===== config.mk =====
export PLATFORM = sky130hd
export DESIGN_NAME = mq_pkt_fifo
export DESIGN_NICKNAME = d
export VERILOG_FILES = /design/src/rtl/mqf_pkg.sv /design/src/rtl/mqf_queue.sv /design/src/rtl/mqf_store.sv /design/src/rtl/mqf_guard.sv /design/src/rtl/mq_pkt_fifo.sv
export SDC_FILE = /design/constraint.sdc
export NUM_CORES = 2
export LEC_CHECK = 0
export ABC_CLOCK_PERIOD_IN_PS = 15880
export BUFFER_PORTS_ARGS = -buffer_cell sky130_fd_sc_hd__buf_4
export CORE_ASPECT_RATIO = 1.4
export CORE_MARGIN = 2
export CORE_UTILIZATION = 55
export DETAILED_ROUTE_END_ITERATION = 10
export PLACE_DENSITY_LB_ADDON = 0.1
export SLEW_MARGIN = 30
export SYNTH_ARGS = -nofsm -noshare
export SYNTH_HDL_FRONTEND = slang
export SYNTH_SLANG_ARGS = --single-unit

===== constraint.sdc =====
create_clock -name clk -period 15.88 [get_ports clk]
set_input_delay 2.382 -clock clk [delete_from_list [all_inputs] [get_ports clk]]
set_output_delay 2.382 -clock clk [all_outputs]
set_load 0.1 [all_outputs]

===== src/rtl/mqf_pkg.sv =====
package mqf_pkg;

    typedef enum logic {
        MODE_LEVEL  = 1'b0,
        MODE_PACKET = 1'b1
    } mqf_mode_e;

    function automatic logic [1:0] sat_inc2(input logic [1:0] v);
        return (v == 2'd2) ? 2'd2 : v + 2'd1;
    endfunction

endpackage


===== src/rtl/mqf_queue.sv =====
module mqf_queue #(
    parameter int QDEPTH = 16,
    localparam int PW = $clog2(QDEPTH),
    localparam int CW = $clog2(QDEPTH + 1)
) (
    input  logic          clk_i,
    input  logic          rst_ni,
    input  logic          clr_i,
    input  logic          push_i,
    input  logic          push_sop_i,
    input  logic          push_eop_i,
    input  logic          pop_i,
    input  logic          pop_eop_i,
    output logic [PW-1:0] wptr_o,
    output logic [PW-1:0] rptr_o,
    output logic [CW-1:0] cnt_o,
    output logic [CW-1:0] pkts_o,
    output logic          open_o
);

    typedef struct packed {
        logic [PW-1:0] wptr;
        logic [PW-1:0] rptr;
        logic [CW-1:0] cnt;
        logic [CW-1:0] pkts;
        logic          open;
    } qstate_t;

    qstate_t st_d, st_q;

    always_comb begin
        st_d = st_q;
        if (clr_i) begin
            st_d = '0;
        end else begin
            if (push_i) begin
                st_d.wptr = st_q.wptr + PW'(1);
                if (push_sop_i) begin
                    st_d.open = 1'b1;
                end
                if (push_eop_i) begin
                    st_d.open = 1'b0;
                    st_d.pkts = st_q.pkts + CW'(1);
                end
            end
            if (pop_i) begin
                st_d.rptr = st_q.rptr + PW'(1);
                if (pop_eop_i) begin
                    st_d.pkts = st_d.pkts - CW'(1);
                end
            end
            case ({push_i, pop_i})
                2'b10:   st_d.cnt = st_q.cnt + CW'(1);
                2'b01:   st_d.cnt = st_q.cnt - CW'(1);
                default: st_d.cnt = st_q.cnt;
            endcase
        end
    end

    always_ff @(posedge clk_i) begin
        if (!rst_ni) begin
            st_q <= '0;
        end else begin
            st_q <= st_d;
        end
    end

    assign wptr_o = st_q.wptr;
    assign rptr_o = st_q.rptr;
    assign cnt_o  = st_q.cnt;
    assign pkts_o = st_q.pkts;
    assign open_o = st_q.open;

endmodule


===== src/rtl/mqf_store.sv =====
module mqf_store #(
    parameter int W     = 32,
    parameter int DEPTH = 64,
    localparam int AW = $clog2(DEPTH)
) (
    input  logic          clk_i,
    input  logic          rst_ni,
    input  logic          we_i,
    input  logic [AW-1:0] waddr_i,
    input  logic [W-1:0]  wdata_i,
    input  logic          wtag_i,
    input  logic          re_i,
    input  logic [AW-1:0] raddr_i,
    output logic          peek_tag_o,
    output logic [W-1:0]  rdata_o,
    output logic          rtag_o,
    output logic          rvalid_o
);

    typedef struct packed {
        logic [W-1:0] data;
        logic         tag;
        logic         valid;
    } rdout_t;

    logic [W:0] mem_q [DEPTH];
    rdout_t     out_d, out_q;

    always_ff @(posedge clk_i) begin
        if (we_i) begin
            mem_q[waddr_i] <= {wtag_i, wdata_i};
        end
    end

    assign peek_tag_o = mem_q[raddr_i][W];

    always_comb begin
        out_d       = out_q;
        out_d.valid = re_i;
        if (re_i) begin
            out_d.data = mem_q[raddr_i][W-1:0];
            out_d.tag  = mem_q[raddr_i][W];
        end
    end

    always_ff @(posedge clk_i) begin
        if (!rst_ni) begin
            out_q <= '0;
        end else begin
            out_q <= out_d;
        end
    end

    assign rdata_o  = out_q.data;
    assign rtag_o   = out_q.tag;
    assign rvalid_o = out_q.valid;

endmodule


===== src/rtl/mqf_guard.sv =====
module mqf_guard
    import mqf_pkg::*;
#(
    parameter int QN = 4,
    localparam int QW = $clog2(QN)
) (
    input  logic          clk_i,
    input  logic          rst_ni,
    input  logic          pkt_mode_i,
    input  logic          wr_en_i,
    input  logic [QW-1:0] wr_q_i,
    input  logic [QW-1:0] rd_q_i,
    input  logic          qrst_ni,
    input  logic [QN-1:0] open_i,
    output logic          take_o,
    output logic          err_o
);

    typedef struct packed {
        logic [QW-1:0] prev_sel;
        logic [1:0]    hold;
        logic [QW-1:0] last_wq;
        logic          err;
    } gstate_t;

    gstate_t st_d, st_q;
    logic    match, same;

    always_comb begin
        match  = (wr_q_i == rd_q_i);
        same   = (wr_q_i == st_q.prev_sel);
        take_o = !qrst_ni && match && same && (st_q.hold == 2'd2);

        st_d          = st_q;
        st_d.prev_sel = wr_q_i;
        if (!match) begin
            st_d.hold = 2'd0;
        end else if (same && (st_q.hold != 2'd0)) begin
            st_d.hold = sat_inc2(st_q.hold);
        end else begin
            st_d.hold = 2'd1;
        end
        st_d.err = pkt_mode_i && wr_en_i && (wr_q_i != st_q.last_wq)
                   && open_i[st_q.last_wq];
        if (wr_en_i) begin
            st_d.last_wq = wr_q_i;
        end
    end

    always_ff @(posedge clk_i) begin
        if (!rst_ni) begin
            st_q <= '0;
        end else begin
            st_q <= st_d;
        end
    end

    assign err_o = st_q.err;

endmodule


===== src/rtl/mq_pkt_fifo.sv =====
module mq_pkt_fifo
    import mqf_pkg::*;
#(
    parameter int DATA_W  = 32,
    parameter int NUM_Q   = 4,
    parameter int Q_DEPTH = 16,
    parameter int AE_OFF  = 2,
    parameter int AF_OFF  = 2,
    localparam int QW = $clog2(NUM_Q),
    localparam int PW = $clog2(Q_DEPTH),
    localparam int CW = $clog2(Q_DEPTH + 1),
    localparam int AW = QW + PW,
    localparam int MEM_DEPTH = NUM_Q * Q_DEPTH
) (
    input  logic              clk,
    input  logic              rst_n,
    input  logic              cfg_pkt_req,
    input  logic              cfg_full_width,
    input  logic              wr_en,
    input  logic [QW-1:0]     wr_q,
    input  logic [DATA_W-1:0] wr_data,
    input  logic              wr_sop,
    input  logic              wr_eop,
    input  logic              rd_en,
    input  logic [QW-1:0]     rd_q,
    input  logic              qrst_n,
    output logic [DATA_W-1:0] rd_data,
    output logic              rd_eop,
    output logic              rd_valid,
    output logic              almost_empty_n,
    output logic              almost_full_n,
    output logic              pkt_ready_n,
    output logic              pkt_mode,
    output logic              proto_err
);

    mqf_mode_e mode_d, mode_q;

    logic [PW-1:0] wptr_a [NUM_Q];
    logic [PW-1:0] rptr_a [NUM_Q];
    logic [CW-1:0] cnt_a  [NUM_Q];
    logic [CW-1:0] pkts_a [NUM_Q];
    logic [NUM_Q-1:0] open_v;
    logic [NUM_Q-1:0] push_v;
    logic [NUM_Q-1:0] pop_v;
    logic [NUM_Q-1:0] clr_v;

    logic          in_pkt;
    logic          take;
    logic          wr_ok, rd_ok;
    logic          peek_tag;
    logic [AW-1:0] waddr, raddr;

    always_comb begin
        mode_d = mode_q;
        if (!rst_n) begin
            mode_d = (cfg_pkt_req && cfg_full_width) ? MODE_PACKET : MODE_LEVEL;
        end
    end

    always_ff @(posedge clk) begin
        mode_q <= mode_d;
    end

    assign in_pkt = (mode_q == MODE_PACKET);

    always_comb begin
        wr_ok = wr_en && (cnt_a[wr_q] != CW'(Q_DEPTH)) && !take;
        rd_ok = rd_en && (cnt_a[rd_q] != '0) && !take;
        waddr = {wr_q, wptr_a[wr_q]};
        raddr = {rd_q, rptr_a[rd_q]};
    end

    for (genvar gi = 0; gi < NUM_Q; gi++) begin : g_q
        assign push_v[gi] = wr_ok && (wr_q == QW'(gi));
        assign pop_v[gi]  = rd_ok && (rd_q == QW'(gi));
        assign clr_v[gi]  = take && (wr_q == QW'(gi));

        mqf_queue #(.QDEPTH(Q_DEPTH)) u_q (
            .clk_i      (clk),
            .rst_ni     (rst_n),
            .clr_i      (clr_v[gi]),
            .push_i     (push_v[gi]),
            .push_sop_i (wr_sop && in_pkt),
            .push_eop_i (wr_eop && in_pkt),
            .pop_i      (pop_v[gi]),
            .pop_eop_i  (peek_tag && in_pkt),
            .wptr_o     (wptr_a[gi]),
            .rptr_o     (rptr_a[gi]),
            .cnt_o      (cnt_a[gi]),
            .pkts_o     (pkts_a[gi]),
            .open_o     (open_v[gi])
        );
    end

    mqf_store #(.W(DATA_W), .DEPTH(MEM_DEPTH)) u_store (
        .clk_i      (clk),
        .rst_ni     (rst_n),
        .we_i       (wr_ok),
        .waddr_i    (waddr),
        .wdata_i    (wr_data),
        .wtag_i     (wr_eop),
        .re_i       (rd_ok),
        .raddr_i    (raddr),
        .peek_tag_o (peek_tag),
        .rdata_o    (rd_data),
        .rtag_o     (rd_eop),
        .rvalid_o   (rd_valid)
    );

    mqf_guard #(.QN(NUM_Q)) u_guard (
        .clk_i      (clk),
        .rst_ni     (rst_n),
        .pkt_mode_i (in_pkt),
        .wr_en_i    (wr_en),
        .wr_q_i     (wr_q),
        .rd_q_i     (rd_q),
        .qrst_ni    (qrst_n),
        .open_i     (open_v),
        .take_o     (take),
        .err_o      (proto_err)
    );

    always_comb begin
        almost_empty_n = !(int'(cnt_a[rd_q]) <= AE_OFF);
        almost_full_n  = !((Q_DEPTH - int'(cnt_a[wr_q])) <= AF_OFF);
        pkt_ready_n    = !(in_pkt && (pkts_a[rd_q] != '0));
        pkt_mode       = in_pkt;
    end

endmodule


==> results by group <==
Placed design
  – Routability cong.: between 0.8 and 0.9
  – HPWL Detailed: 133100 µm
  – Post-Place Worst Slack: roughly 8.3 ns
  – Port Buf Inserts: between 80 and 90

Clocking
  – CTS tree: yes
  – H-tree Lvls: 4
  – Post-CTS Hold Fix Bufs: 0
  – Post-CTS Setup Inserts: 0
  – CTS resizes: 0
  – Clock Tree Buf Depth: 3
  – Root Buffer Master: clkbuf_16
  – Sink Count: roughly 2200
  – Worst-path clk slew: around 0.060 ns
  – CTS Buf Count: slightly above 200
  – Clock Latency Late Sink: 0.84 ns

Detailed routing
  – DR vias: about 45000
  – Residual DRC: 0
  – Via/cell ratio: approximately 6.6
  – Drt wl/cell: approximately 35 µm
  – ANT nets after route: 0
  – Pre-Repair DR Iteration Count: 7
  – DRT iter0 DRCs: 5182
  – Routed WL: about 240000 µm

Synth
  – #FFs+latches synth: roughly 2200
  – Synthesized instance count: 4344
  – Mapped Area: about 87000 µm²
  – Ranking of synthesized cells by area: edfxtp_1, mux4_2, dfxtp_1
  – Yosys warning count: 0
  – Syn_nets: approximately 4400
  – Cell variety after synth: 63
  – Register area share after synthesis: about three quarters
  – Post-synth top area share: between 70% and 80%
  – Top_reg_cell synth: edfxtp_1
  – Top cells by count, synth: edfxtp_1, mux4_2, nand2_1
  – Syn Area/Cell: 19.95 µm²
  – Asr flop ratio synth: 0%
  – Largest area contributor in the synthesized netlist: edfxtp_1
  – Top-count cell post-synth: edfxtp_1
  – Number of enable flip-flop cells after synthesis: around 2100

Timing
  – Fin. Hold Viols: 0
  – Final WS setup: between 8 and 9 ns
  – Setup TNS: 0 ns
  – Setup Viol. Count Final: 0
  – Slew at the pin closest to its max-slew limit: 1.073 ns
  – Slew Viols, Final: 0
  – Worst clock skew: ~0.028 ns
  – Fmax: 0.1391 GHz
  – Final critical-path share of the clock period: 45.28%
  – RSZ-0062 raised after global routing: no
  – Crit path time final: approximately 7.2 ns
  – Slew HR: 27.79%

Floorplanning
  – Chip width: 339.5 µm
  – Initial Utilization: roughly 55%
  – Height of the die: approximately 470 µm
  – Core Region: ~160000 µm²
  – Row cnt: about 170
  – Die ar.: between 150000 and 200000 µm²
  – IO Pins: 84

Critical path
  – Worst EP required: approximately 14 ns
  – R2r setup slk: approximately 11 ns
  – Critical Path End Type: output port
  – Worst-path cell chain: buf_4 > mux4_2 > inv_1 > ha_1 > nor3b_1 > ha_1 > nor3_1 > a21oi_1 > nor2_1 > a221oi_1 > buf_4
  – Crit path DAT: ~4.8 ns
  – Element type at the critical path start: input pin
  – Critical path's slowest cell: mux4_2
  – CP max stage delay: roughly 0.58 ns
  – Crit path kind: input pin to output port
  – CP Max Fanout: 20

Power and ir drop
  – Power Density: 121.6 nW/µm²
  – Leak pwr: 29.88 nW
  – Peak supply drop: 0.0001253 V

Min path
  – Min-Delay Path Class: flop to flop

Final layout
  – Area Growth Syn to Fin: 12.15%
  – Share of layout cells above drive strength 1: ~25%
  – Final net count: approximately 4600

Global routing
  – Total GRT Usage: 30.17%
  – Largest net degree at the start of global routing: 128
  – Grt ovf: 0
  – First-pass GRT wire length: 338100 µm
  – Initial antenna violation count: 12
  – Number of global-route vias before repair: between 40000 and 50000

Job
  – Max cap viols: 0

Run status
  – Status: finished, final reports clean
cell usage in the layout, fill, tap and decap left out, drive strengths merged, types with 85 or more instances in the layout:
master | synthesis | final
clkbuf | 102 | 258
dfxtp | 117 | 117
a21oi | 160 | 160
clkinv | 0 | 85
nand2 | 359 | 359
mux4 | 502 | 502
buf | 138 | 209
nor2 | 156 | 156
edfxtp | 2113 | 2113
mux2i | 108 | 108
flip-flops by register name (all words and copies together), names as in the netlist, 4 cells and up:
name             cells
g_q.u_q.cnt_o       20
u_guard.st_q         6
g_q.u_q.open_o       4
g_q.u_q.rptr_o      16
g_q.u_q.pkts_o      20
g_q.u_q.wptr_o      16
u_store.rdata_o     32
u_store.mem_q     2112
where the power goes:
part / total (mW) / internal, mW / switching [mW] / leakage [nW]
clock network: 4.94 / 2.79 / 2.14 / 3.29
logic: 0.403 / 0.112 / 0.292 / 6.63
registers: 6.48 / 6.46 / 0.0231 / 20.0
total: 11.8 / 9.36 / 2.46 / 29.9
layout make-up:
| type | count | area (µm²) |
|---|---|---|
| clock buffers | 258 | 5545 |
| clock inverters | 118 | 1154 |
| diodes | 4 | 10.01 |
| flip-flops and latches | 2230 | 65790 |
| well taps | 2088 | 2613 |
| fillers | 11030 | 59470 |
| repair buffers | 209 | 1659 |
| multi-input cells | 1849 | 20330 |
| inverters | 25 | 93.84 |
path summary, 6_finish.rpt:
check / endpoint / start / cells after the start
worst max-delay path: almost_full_n / wr_q[1] / 11
worst min-delay path: u_store.rtag_o / u_store.rtag_o / 2
worst max register to register: u_store.mem_q[33][28] / g_q[3].u_q.cnt_o[1] / 12
worst min register to register: u_store.rtag_o / u_store.rtag_o / 2
worst max-delay path: cells and delay by family:
| kind | cells | cell delay, ns |
|---|---|---|
| AO/OA/AOI/OAI | 2 | 0.16 |
| adder cells (fa/ha/maj) | 2 | 0.44 |
| buffers and inverters | 3 | 0.66 |
| multiplexers | 1 | 0.58 |
| AND/OR/NAND/NOR | 3 | 0.57 |
cell families after synthesis:
logic type                 Yosys count  share of synthesized area (%)
DFF                               2230                          75.92
AOI/OAI and AO/OA                  429                          3.332
and+or+nand+nor                    664                          3.295
adders and majority gates           33                         0.4764
buffers and inverters              265                          1.439
muxes                              646                          14.76
xor gates and xnor gates            77                         0.7782
stage by stage:
step	cell area [µm²]	instances	total power, mW	hold WS, ns	util, %
finish	97200	6781	11.82	0.4930	62.04
detailed placement	90440	6399	7.011	0.4785	57.73
CTS	97140	6775	11.88	0.4904	62.00
floorplan	86660	4344	6.810	0.4629	-
global placement	90340	6395	7.005	0.4658	57.66
global route	97190	6778	12.13	0.5076	62.03
per-layer routing:
layer  global-route usage, %  up-vias  wire length (µm)
li1                        -    18170                 -
met1                   40.62    24160             91400
met2                   50.05     2173            119900
met3                   5.334      425             19190
met4                   10.78        8              8919
met5                       0        -                55
No activity file was read; power rests on OpenSTA's default activity.
